--- config.mk ---
export PLATFORM = sky130hd
export DESIGN_NAME = conv_chain_ctrl
export DESIGN_NICKNAME = d
export VERILOG_FILES = /design/src/rtl/conv_chain_pkg.sv /design/src/rtl/cc_seq_fsm.sv /design/src/rtl/cc_bus_mux.sv /design/src/rtl/cc_data_regs.sv /design/src/rtl/conv_chain_ctrl.sv
export SDC_FILE = /design/constraint.sdc
export NUM_CORES = 1
export LEC_CHECK = 0
export ABC_AREA = 1
export BUFFER_PORTS_ARGS = -buffer_cell sky130_fd_sc_hd__buf_2
export CORE_UTILIZATION = 38
export CTS_CLUSTER_DIAMETER = 200
export DETAILED_ROUTE_END_ITERATION = 8
export GPL_ROUTABILITY_DRIVEN = 1
export PLACE_DENSITY = 0.75
export SLEW_MARGIN = 5
export SYNTH_ARGS = -nofsm -noshare
export SYNTH_HDL_FRONTEND = slang
export SYNTH_SLANG_ARGS = --single-unit
--- constraint.sdc ---
create_clock -name clk -period 1.8 [get_ports clk]
set_clock_uncertainty 0.2 [all_clocks]
set_input_delay 0.09 -clock clk [delete_from_list [all_inputs] [get_ports clk]]
set_output_delay 0.09 -clock clk [all_outputs]
set_load 0.005 [all_outputs]
--- src/rtl/conv_chain_pkg.sv ---
package conv_chain_pkg;

    localparam int ADC_W   = 14;
    localparam int DAC_W   = 12;
    localparam int GAIN_W  = 4;
    localparam int FRAME_W = 2 * ADC_W;
    localparam int NUM_ENG = 3;

    localparam int ENG_AMP = 0;
    localparam int ENG_ADC = 1;
    localparam int ENG_DAC = 2;

    // inactive level of each engine's select, bit i for engine i
    localparam logic [NUM_ENG-1:0] SEL_IDLE = 3'b101;

    typedef enum logic [1:0] {
        PH_INIT,
        PH_AMP,
        PH_READ,
        PH_WRITE
    } phase_e;

    typedef enum logic [1:0] {
        ST_PREP,
        ST_KICK,
        ST_WAIT
    } step_e;

    typedef struct packed {
        logic sck;
        logic mosi;
        logic sel;
    } lane_t;

    function automatic logic [NUM_ENG-1:0] owner_mask(phase_e ph);
        logic [NUM_ENG-1:0] m;
        m = '0;
        case (ph)
            PH_AMP:   m[ENG_AMP] = 1'b1;
            PH_READ:  m[ENG_ADC] = 1'b1;
            PH_WRITE: m[ENG_DAC] = 1'b1;
            default:  m = '0;
        endcase
        return m;
    endfunction

    // two's complement sample to offset-binary code of DAC_W bits
    function automatic logic [DAC_W-1:0] to_offset(logic [ADC_W-1:0] s);
        return {~s[ADC_W-1], s[ADC_W-2 -: DAC_W-1]};
    endfunction

endpackage

--- src/rtl/cc_seq_fsm.sv ---
module cc_seq_fsm
    import conv_chain_pkg::*;
#(
    parameter int INIT_CYCLES = 16,
    parameter int AMP_REPS    = 3
) (
    input  logic               clk,
    input  logic               rst,
    input  logic [NUM_ENG-1:0] run,
    output phase_e             phase,
    output logic [NUM_ENG-1:0] eng_rst,
    output logic [NUM_ENG-1:0] eng_start,
    output logic               load_gain,
    output logic               read_done
);

    localparam int ICW = $clog2(INIT_CYCLES + 1);
    localparam int RCW = $clog2(AMP_REPS + 1);

    phase_e             phase_q;
    step_e              step_q;
    logic [ICW-1:0]     icnt_q;
    logic [RCW-1:0]     rep_q;
    logic [NUM_ENG-1:0] own;
    logic               own_run;
    logic               last_rep;
    logic               init_end;
    logic               xfer_end;

    always_comb begin
        own      = owner_mask(phase_q);
        own_run  = |(run & own);
        last_rep = (rep_q == RCW'(AMP_REPS - 1));
        init_end = (phase_q == PH_INIT) && (icnt_q == ICW'(INIT_CYCLES - 1));
        xfer_end = (phase_q != PH_INIT) && (step_q == ST_WAIT) && !own_run;
    end

    always_ff @(posedge clk) begin
        if (rst) begin
            phase_q <= PH_INIT;
            step_q  <= ST_PREP;
            icnt_q  <= '0;
            rep_q   <= '0;
        end else if (phase_q == PH_INIT) begin
            if (init_end) begin
                phase_q <= PH_AMP;
                step_q  <= ST_PREP;
                rep_q   <= '0;
            end else begin
                icnt_q <= icnt_q + 1'b1;
            end
        end else begin
            case (step_q)
                ST_PREP: step_q <= ST_KICK;
                ST_KICK: step_q <= ST_WAIT;
                default: begin
                    if (!own_run) begin
                        step_q <= ST_PREP;
                        case (phase_q)
                            PH_AMP: begin
                                if (last_rep) phase_q <= PH_READ;
                                else          rep_q   <= rep_q + 1'b1;
                            end
                            PH_READ: phase_q <= PH_WRITE;
                            default: phase_q <= PH_READ;
                        endcase
                    end
                end
            endcase
        end
    end

    assign phase     = phase_q;
    assign eng_rst   = ~own;
    assign eng_start = (step_q == ST_KICK) ? own : '0;
    assign load_gain = init_end;
    assign read_done = xfer_end && (phase_q == PH_READ);


    one_owner_chk: assert property (@(posedge clk) disable iff (rst)
        $countones(~eng_rst) <= 1);


    start_pulse_chk: assert property (@(posedge clk) disable iff (rst)
        (|eng_start) |=> !(|eng_start));

    generate
        for (genvar i = 0; i < NUM_ENG; i++) begin : g_gap

            start_gap_chk: assert property (@(posedge clk) disable iff (rst)
                eng_start[i] |-> $past(!eng_rst[i]));
        end
    endgenerate

endmodule

--- src/rtl/cc_bus_mux.sv ---
module cc_bus_mux
    import conv_chain_pkg::*;
(
    input  logic                       clk,
    input  logic                       rst,
    input  phase_e                     phase,
    input  lane_t [NUM_ENG-1:0]        lanes,
    input  logic                       miso,
    output logic                       sck,
    output logic                       mosi,
    output logic [NUM_ENG-1:0]         sel,
    output logic                       rd_miso
);

    logic [NUM_ENG-1:0] own;

    always_comb begin
        own  = owner_mask(phase);
        sck  = 1'b0;
        mosi = 1'b0;
        for (int i = 0; i < NUM_ENG; i++) begin
            sck  = sck  | (own[i] & lanes[i].sck);
            mosi = mosi | (own[i] & lanes[i].mosi);
        end
        rd_miso = own[ENG_ADC] & miso;
    end

    generate
        for (genvar i = 0; i < NUM_ENG; i++) begin : g_sel
            assign sel[i] = own[i] ? lanes[i].sel : SEL_IDLE[i];
        end
    endgenerate


    idle_bus_chk: assert property (@(posedge clk) disable iff (rst)
        (phase == PH_INIT) |-> (!sck && !mosi && sel == SEL_IDLE));


    miso_gate_chk: assert property (@(posedge clk) disable iff (rst)
        (phase != PH_READ) |-> !rd_miso);

endmodule

--- src/rtl/cc_data_regs.sv ---
module cc_data_regs
    import conv_chain_pkg::*;
(
    input  logic                  clk,
    input  logic                  rst,
    input  phase_e                phase,
    input  logic                  load_gain,
    input  logic [GAIN_W-1:0]     gain_ch0,
    input  logic [GAIN_W-1:0]     gain_ch1,
    input  logic                  capture,
    input  logic [FRAME_W-1:0]    frame,
    output logic [2*GAIN_W-1:0]   amp_word,
    output logic [DAC_W-1:0]      dac_code
);

    localparam logic [DAC_W-1:0] MID_CODE = DAC_W'(1) << (DAC_W - 1);

    logic [ADC_W-1:0] ch0;

    assign ch0 = frame[FRAME_W-1 -: ADC_W];

    always_ff @(posedge clk) begin
        if (rst) begin
            amp_word <= '0;
            dac_code <= MID_CODE;
        end else begin
            if (load_gain) amp_word <= {gain_ch1, gain_ch0};
            if (capture)   dac_code <= to_offset(ch0);
        end
    end


    gain_hold_chk: assert property (@(posedge clk) disable iff (rst)
        ($past(phase) != PH_INIT) |-> $stable(amp_word));


    code_hold_chk: assert property (@(posedge clk) disable iff (rst)
        (phase == PH_WRITE && $past(phase) == PH_WRITE) |-> $stable(dac_code));

endmodule

--- src/rtl/conv_chain_ctrl.sv ---
module conv_chain_ctrl
    import conv_chain_pkg::*;
#(
    parameter int INIT_CYCLES = 16,
    parameter int AMP_REPS    = 3
) (
    input  logic                clk,
    input  logic                rst,
    input  logic [GAIN_W-1:0]   gain_ch0,
    input  logic [GAIN_W-1:0]   gain_ch1,
    output logic [2*GAIN_W-1:0] amp_word,
    output logic                amp_rst,
    output logic                amp_start,
    input  logic                amp_run,
    input  logic                amp_sck,
    input  logic                amp_mosi,
    input  logic                amp_sel_n,
    output logic                adc_rst,
    output logic                adc_start,
    input  logic                adc_run,
    input  logic                adc_sck,
    input  logic                adc_conv,
    input  logic [FRAME_W-1:0]  adc_frame,
    output logic                adc_miso,
    output logic                dac_rst,
    output logic                dac_start,
    input  logic                dac_run,
    input  logic                dac_sck,
    input  logic                dac_mosi,
    input  logic                dac_sel_n,
    output logic [DAC_W-1:0]    dac_code,
    output logic                spi_sck,
    output logic                spi_mosi,
    input  logic                spi_miso,
    output logic                amp_cs_n,
    output logic                ad_conv,
    output logic                dac_cs_n,
    output logic                flash_ce_n
);

    phase_e              phase;
    logic [NUM_ENG-1:0]  eng_rst;
    logic [NUM_ENG-1:0]  eng_start;
    logic [NUM_ENG-1:0]  run_vec;
    logic [NUM_ENG-1:0]  sel_vec;
    lane_t [NUM_ENG-1:0] lanes;
    logic                load_gain;
    logic                read_done;

    always_comb begin
        run_vec            = '0;
        run_vec[ENG_AMP]   = amp_run;
        run_vec[ENG_ADC]   = adc_run;
        run_vec[ENG_DAC]   = dac_run;
        lanes[ENG_AMP]     = '{sck: amp_sck, mosi: amp_mosi, sel: amp_sel_n};
        lanes[ENG_ADC]     = '{sck: adc_sck, mosi: 1'b0,     sel: adc_conv};
        lanes[ENG_DAC]     = '{sck: dac_sck, mosi: dac_mosi, sel: dac_sel_n};
    end

    cc_seq_fsm #(
        .INIT_CYCLES (INIT_CYCLES),
        .AMP_REPS    (AMP_REPS)
    ) u_fsm (
        .clk       (clk),
        .rst       (rst),
        .run       (run_vec),
        .phase     (phase),
        .eng_rst   (eng_rst),
        .eng_start (eng_start),
        .load_gain (load_gain),
        .read_done (read_done)
    );

    cc_bus_mux u_mux (
        .clk     (clk),
        .rst     (rst),
        .phase   (phase),
        .lanes   (lanes),
        .miso    (spi_miso),
        .sck     (spi_sck),
        .mosi    (spi_mosi),
        .sel     (sel_vec),
        .rd_miso (adc_miso)
    );

    cc_data_regs u_regs (
        .clk       (clk),
        .rst       (rst),
        .phase     (phase),
        .load_gain (load_gain),
        .gain_ch0  (gain_ch0),
        .gain_ch1  (gain_ch1),
        .capture   (read_done),
        .frame     (adc_frame),
        .amp_word  (amp_word),
        .dac_code  (dac_code)
    );

    assign amp_rst    = eng_rst[ENG_AMP];
    assign adc_rst    = eng_rst[ENG_ADC];
    assign dac_rst    = eng_rst[ENG_DAC];
    assign amp_start  = eng_start[ENG_AMP];
    assign adc_start  = eng_start[ENG_ADC];
    assign dac_start  = eng_start[ENG_DAC];
    assign amp_cs_n   = sel_vec[ENG_AMP];
    assign ad_conv    = sel_vec[ENG_ADC];
    assign dac_cs_n   = sel_vec[ENG_DAC];
    assign flash_ce_n = 1'b1;


    flash_off_chk: assert property (@(posedge clk) disable iff (rst)
        flash_ce_n && (amp_rst || adc_rst));

endmodule

==> impl_metrics.env, run 1 <==
export IMPL_synth_cell_types=25
export IMPL_ys_ff_latch=31
export IMPL_grt_pass1_vias=1350
export IMPL_critPathCaptureType="output pin"
export IMPL_period_minus_slack_ns=1.69
export IMPL_setup_slack_ns=0.106
export IMPL_num_rows=21
export IMPL_io_buffers=65
export IMPL_syn_area_mm2=0.00138
export IMPL_vias=1495
export IMPL_finalMaxSlewViolations=0
export IMPL_drc=0
export IMPL_grt_pass1_wl_mm=5.41
export IMPL_p_leak_nw=0.999
export IMPL_dr_first_iter_drc_count=18
export IMPL_cts_made_buffers=5
export IMPL_core_area_mm2=0.00342
export IMPL_clock_path_buffers=2
export IMPL_syn_inst=193
export IMPL_synth_ff_type="dfxtp_1"
export IMPL_cp_required_ns=1.51
export IMPL_synth_edf_count=0
export IMPL_antenna_found_initial=0
export IMPL_area_growth_synth_to_final_pct=49.8
export IMPL_critical_path_class="flop to output pin"
export IMPL_drt_vias_per_instance=4.49
export IMPL_fmax_ghz=0.590
export IMPL_status="finished clean"
export IMPL_die_area_mm2=0.00388
export IMPL_die_h_um=62.3
export IMPL_path_clk_slew_ns=0.09
export IMPL_dp_hpwl_mm=2.09
export IMPL_io_pins=83
export IMPL_diodes=0
export IMPL_tns_ns=0
export IMPL_place_area_mm2=0.00177
export IMPL_cts_tree="done"
export IMPL_worstPathArrival_ns=1.40
export IMPL_ir_worst_vdd_mv=0.535
export IMPL_finalNetCount=339
export IMPL_drt_wl_total_mm=3.21
export IMPL_fillCellCount=326
export IMPL_synthTopCellsByArea="dfxtp_1, nor2_1, nand2_1"
export IMPL_overflow=0
export IMPL_grt_max_degree=19
export IMPL_layout_drive_gt1_share=0.348
export IMPL_final_area_mm2=0.00207
export IMPL_gp_congestion=0.762
export IMPL_period_share=0.941
export IMPL_hold_violations=0
export IMPL_setup_viol=0
export IMPL_start_kind="flop"
export IMPL_ant_nets=0
export IMPL_start_util=0.404
export IMPL_synth_fp_nets=246
export IMPL_synth_seq_area_share=0.449
export IMPL_hold_worst_slack_ns=0.0781
export IMPL_seq_area_um2=626
export IMPL_yosysWarnings=0
export IMPL_p_total_mw=1.59
export IMPL_dp_cells=303
export IMPL_fin_util=0.606
export IMPL_async_reset_ff_frac=0
export IMPL_cp_max_fo=7
export IMPL_maxCapViolations=0
export IMPL_clkLatencyLatePin_ns=0.32
export IMPL_wl_per_cell_um=9.65
export IMPL_root_buffer="clkbuf_4"
export IMPL_firstDrtPassIters=4
export IMPL_power_density_mw_per_mm2=770
export IMPL_multi_input_area_um2=661
export IMPL_cts_sinks=31
export IMPL_yosys_top_cells_count="nor2_1, dfxtp_1, nand2_1"
export IMPL_yosys_area_top_type="dfxtp_1"
export IMPL_dp_slack_ns=0.0696
export IMPL_grtUsageTotal=0.175
export IMPL_final_cells=333
export IMPL_hold_class="input pin to flop"
export IMPL_htreeDepth=2
export IMPL_die_w_um=62.3
export IMPL_synth_top_area_frac=0.449
export IMPL_avgSynthCellArea_um2=7.16
export IMPL_yosysMostFrequentCell="nor2_1"
[state kept, by name, indices dropped and copies added (netlist names)]
name,count
u_fsm.icnt_q,5
u_fsm.step_q,2
u_fsm.rep_q,2
u_fsm.phase,2
u_regs.amp_word,8
u_regs.dac_code,12
[logic make-up (layout without fill, tap and decap cells)]
family / Yosys count / count (layout) / share of synthesized area
AOI/OAI and AO/OA: 29 / 29 / 0.110
xor gates and xnor gates: 1 / 1 / 0.00634
adders and majority gates: 3 / 3 / 0.0272
buffers and inverters: 29 / 123 / 0.0924
DFF: 31 / 31 / 0.449
other: 1 / 1 / 0.00271
and+or+nand+nor: 99 / 99 / 0.312
[final timing paths]
kind | cells after the start | end | from | slack [ns]
worst max-delay path | 5 | amp_cs_n | u_fsm.phase[0]$_SDFFE_PP0P_ | 0.11
worst max register to register | 9 | u_fsm.icnt_q[4]$_SDFFE_PP0P_ | u_fsm.icnt_q[2]$_SDFFE_PP0P_ | 0.11
worst min-delay path | 6 | u_fsm.phase[1]$_SDFFE_PP0P_ | amp_run | 0.08
worst min register to register | 2 | u_fsm.step_q[1]$_SDFFE_PP0P_ | u_fsm.step_q[1]$_SDFFE_PP0P_ | 0.27
[power breakdown]
group / total [mW] / internal, mW / switching [mW]
logic: 0.420 / 0.199 / 0.221
clock network: 0.380 / 0.152 / 0.228
registers: 0.793 / 0.744 / 0.0492
total: 1.59 / 1.10 / 0.497
[routing by layer]
metal	vias up	wire (µm)	GRT usage	part of all wire
li1	792	-	-	-
met1	639	1410	0.178	0.44
met2	57	1510	0.326	0.47
met3	7	228	0.0570	0.071
met4	0	66	0.0698	0.021
met5	-	0	0	0
[layout by cell type, fill, tap and decap left out, drive strengths merged, types with 2 or more instances in the layout]
| cell type | count |
|---|---|
| buf | 70 |
| nand4 | 3 |
| clkbuf | 7 |
| inv | 24 |
| nor2 | 57 |
| nand2 | 25 |
| nor3 | 2 |
| dlygate4sd3 | 21 |
| o21ai | 23 |
| a21oi | 4 |
| or2 | 2 |
| ha | 3 |
| dfxtp | 31 |
| nand3 | 9 |
[area by class of cell]
class,instances,share of cell area
clock buffer,7,0.0218
multi-input combinational,133,0.319
tap,46,0.0278
sequential,31,0.302
clock inverter,1,0.00242
timing repair buffer,91,0.283
inverter,24,0.0435
[worst max-delay path, stage by stage, from the launching register on]
cell	delay (ns)
dfxtp_2	0.40
inv_2	0.08
nor2_2	0.13
inv_1	0.08
or2_2	0.26
buf_2	0.12
[what timing repair did]
item	4_1_cts	5_1_grt
pin swaps	0	2
endpoints found under the hold margin	24	0
hold buffers	21	0
setup buffers	0	1
setup endpoints to repair	1	27
gates resized for setup	1	14
(Power assumes the default switching activity.)
==> run 2, diff against run 1 <==
--- a/config.mk
+++ b/config.mk
@@ -7,11 +7,13 @@
 export LEC_CHECK = 0
 export ABC_AREA = 1
 export BUFFER_PORTS_ARGS = -buffer_cell sky130_fd_sc_hd__buf_2
-export CORE_UTILIZATION = 38
+export CELL_PAD_IN_SITES_DETAIL_PLACEMENT = 1
+export CELL_PAD_IN_SITES_GLOBAL_PLACEMENT = 2
+export CORE_UTILIZATION = 19
 export CTS_CLUSTER_DIAMETER = 200
 export DETAILED_ROUTE_END_ITERATION = 8
 export GPL_ROUTABILITY_DRIVEN = 1
-export PLACE_DENSITY = 0.75
+export PLACE_DENSITY_LB_ADDON = 0.1
 export SLEW_MARGIN = 5
 export SYNTH_ARGS = -nofsm -noshare
 export SYNTH_HDL_FRONTEND = slang
==> impl_metrics.env, run 2 (synthesized netlist as in run 1, its figures left out) <==
export IMPL_clock_path_buffers=2
export IMPL_dp_hpwl_mm=3.05
export IMPL_clkLatencyLatePin_ns=0.28
export IMPL_rsz0062_at_grt="true"
export IMPL_status="finished clean"
export IMPL_grt_pass1_wl_mm=7.12
export IMPL_cpMostUsedCell="inv_2"
export IMPL_cts_made_buffers=5
export IMPL_crit_start="u_fsm.icnt_q[1]$_SDFFE_PP0P_"
export IMPL_start_util=0.200
export IMPL_dr_first_iter_drc_count=27
export IMPL_drt_wl_total_mm=4.30
export IMPL_finalNetCount=347
export IMPL_hold_violations=0
export IMPL_dp_slack_ns=0.00279
export IMPL_finalMaxSlewViolations=0
export IMPL_largest_reg_flops=12
export IMPL_die_h_um=87.3
export IMPL_vias=1532
export IMPL_worstPathCellList="ha_4 -> inv_2 -> nor3_2 -> ha_2 -> inv_2 -> nand2_4 -> nand2_2 -> inv_2 -> nand4_1 -> a21oi_1"
export IMPL_die_w_um=87.3
export IMPL_diodes=0
export IMPL_hold_class="input pin to flop"
export IMPL_core_area_mm2=0.00691
export IMPL_setup_slack_ns=0.0741
export IMPL_path_clk_slew_ns=0.07
export IMPL_layout_drive_gt1_share=0.376
export IMPL_setup_viol=0
export IMPL_cp_required_ns=1.82
export IMPL_p_leak_nw=1.07
export IMPL_crit_path_max_incr_delay_ns=0.35
export IMPL_ir_worst_vdd_mv=0.283
export IMPL_start_kind="flop"
export IMPL_io_pins=83
export IMPL_top_regs="u_regs.dac_code (12), u_regs.amp_word (8), u_fsm.icnt_q (5)"
export IMPL_antenna_found_initial=0
export IMPL_seq_area_um2=624
export IMPL_overflow=0
export IMPL_reg2reg_from="u_fsm.icnt_q[1]$_SDFFE_PP0P_"
export IMPL_cp_max_fo=4
export IMPL_period_minus_slack_ns=1.73
export IMPL_grt_pass1_vias=1575
export IMPL_period_share=0.959
export IMPL_p_total_mw=1.89
export IMPL_multi_input_area_um2=673
export IMPL_critical_path_class="flop to flop"
export IMPL_final_common_cell="buf_2"
export IMPL_wl_per_cell_um=11.0
export IMPL_drc=0
export IMPL_cts_tree="done"
export IMPL_io_buffers=65
export IMPL_grt_max_degree=28
export IMPL_area_growth_synth_to_final_pct=64.0
export IMPL_fmax_ghz=0.579
export IMPL_die_area_mm2=0.00762
export IMPL_reg2reg_slack_ns=0.07
export IMPL_dp_cells=361
export IMPL_power_density_mw_per_mm2=832
export IMPL_num_rows=30
export IMPL_cts_sinks=31
export IMPL_htreeDepth=2
export IMPL_gp_congestion=0.657
export IMPL_drt_vias_per_instance=3.92
export IMPL_root_buffer="clkbuf_8"
export IMPL_grtUsageTotal=0.122
export IMPL_ant_nets=0
export IMPL_final_cells=391
export IMPL_critPathCaptureType="flop"
export IMPL_maxCapViolations=0
export IMPL_worstPathArrival_ns=1.74
export IMPL_firstDrtPassIters=4
export IMPL_final_cell_mix="buf_2, nor2_1, dfxtp_1, dlygate4sd3_1, nand2_1"
export IMPL_r2r_cells=10
export IMPL_reg2reg_to="u_fsm.phase[1]$_SDFFE_PP0P_"
export IMPL_fillCellCount=886
export IMPL_worstSetupEndpoint="u_fsm.phase[1]$_SDFFE_PP0P_"
export IMPL_slowest_stage="dfxtp_2"
export IMPL_regMostFlops="u_regs.dac_code"
run 2: per-stage QoR:
step | setup TNS, ns | hold WS, ns | area, µm² | utilization
finish | 0 | 0.201 | 2270 | 0.328
global route | -0.296 | 0.241 | 2270 | 0.328
CTS | 0 | 0.210 | 2220 | 0.322
floorplan | 0 | -0.0409 | 1380 | -
detailed placement | 0 | 0.110 | 1900 | 0.276
global placement | 0 | 0.107 | 1900 | 0.276
run 2: layout make-up:
cell class                 count  area share
clock buffer                   8      0.0442
inverter                      24      0.0398
multi-input combinational    133       0.297
sequential                    31       0.276
tap                           96      0.0530
timing repair buffer          99       0.290
run 2: critical path, delay by kind of cell, from the launching register on:
kind	cells	cell delay, ns
buffers and inverters	3	0.13
and+or+nand+nor	4	0.44
adders and majority gates	2	0.37
AOI/OAI and AO/OA	1	0.16
DFF	1	0.35
run 2: worst min-delay path by stage:
stage	endpoint	slack, ns	cells past startpoint	start
3_5_place_dp	u_regs.dac_code[11]$_SDFFE_PP1P_	0.11	2	adc_frame[27]
6_report	u_regs.dac_code[5]$_SDFFE_PP0P_	0.20	7	amp_run
5_1_grt	u_regs.dac_code[5]$_SDFFE_PP0P_	0.24	7	amp_run
2_1_floorplan	u_fsm.phase[1]$_SDFFE_PP0P_	-0.04	1	rst
3_3_place_gp	u_regs.dac_code[11]$_SDFFE_PP1P_	0.11	2	adc_frame[27]
4_1_cts	u_regs.dac_code[5]$_SDFFE_PP0P_	0.21	7	amp_run
run 2: routing by layer:
metal	track usage	vias up	wire, µm
li1	-	802	-
met1	0.141	671	1960
met2	0.208	54	1940
met3	0.0417	5	345
met4	0.0402	0	56
met5	0	-	0
run 2: power breakdown:
part / internal (mW) / switching, mW
Sequential: 0.744 / 0.0426
Combinational: 0.240 / 0.249
Clock: 0.349 / 0.262
run 2: repair_timing:
item                       in CTS  in global routing
hold endpoints to repair       24                  0
pin swaps                       0                  9
gates resized for setup         3                 19
hold buffers                   21                  0
setup buffers                   0                  1
setup endpoints to repair      12                 19
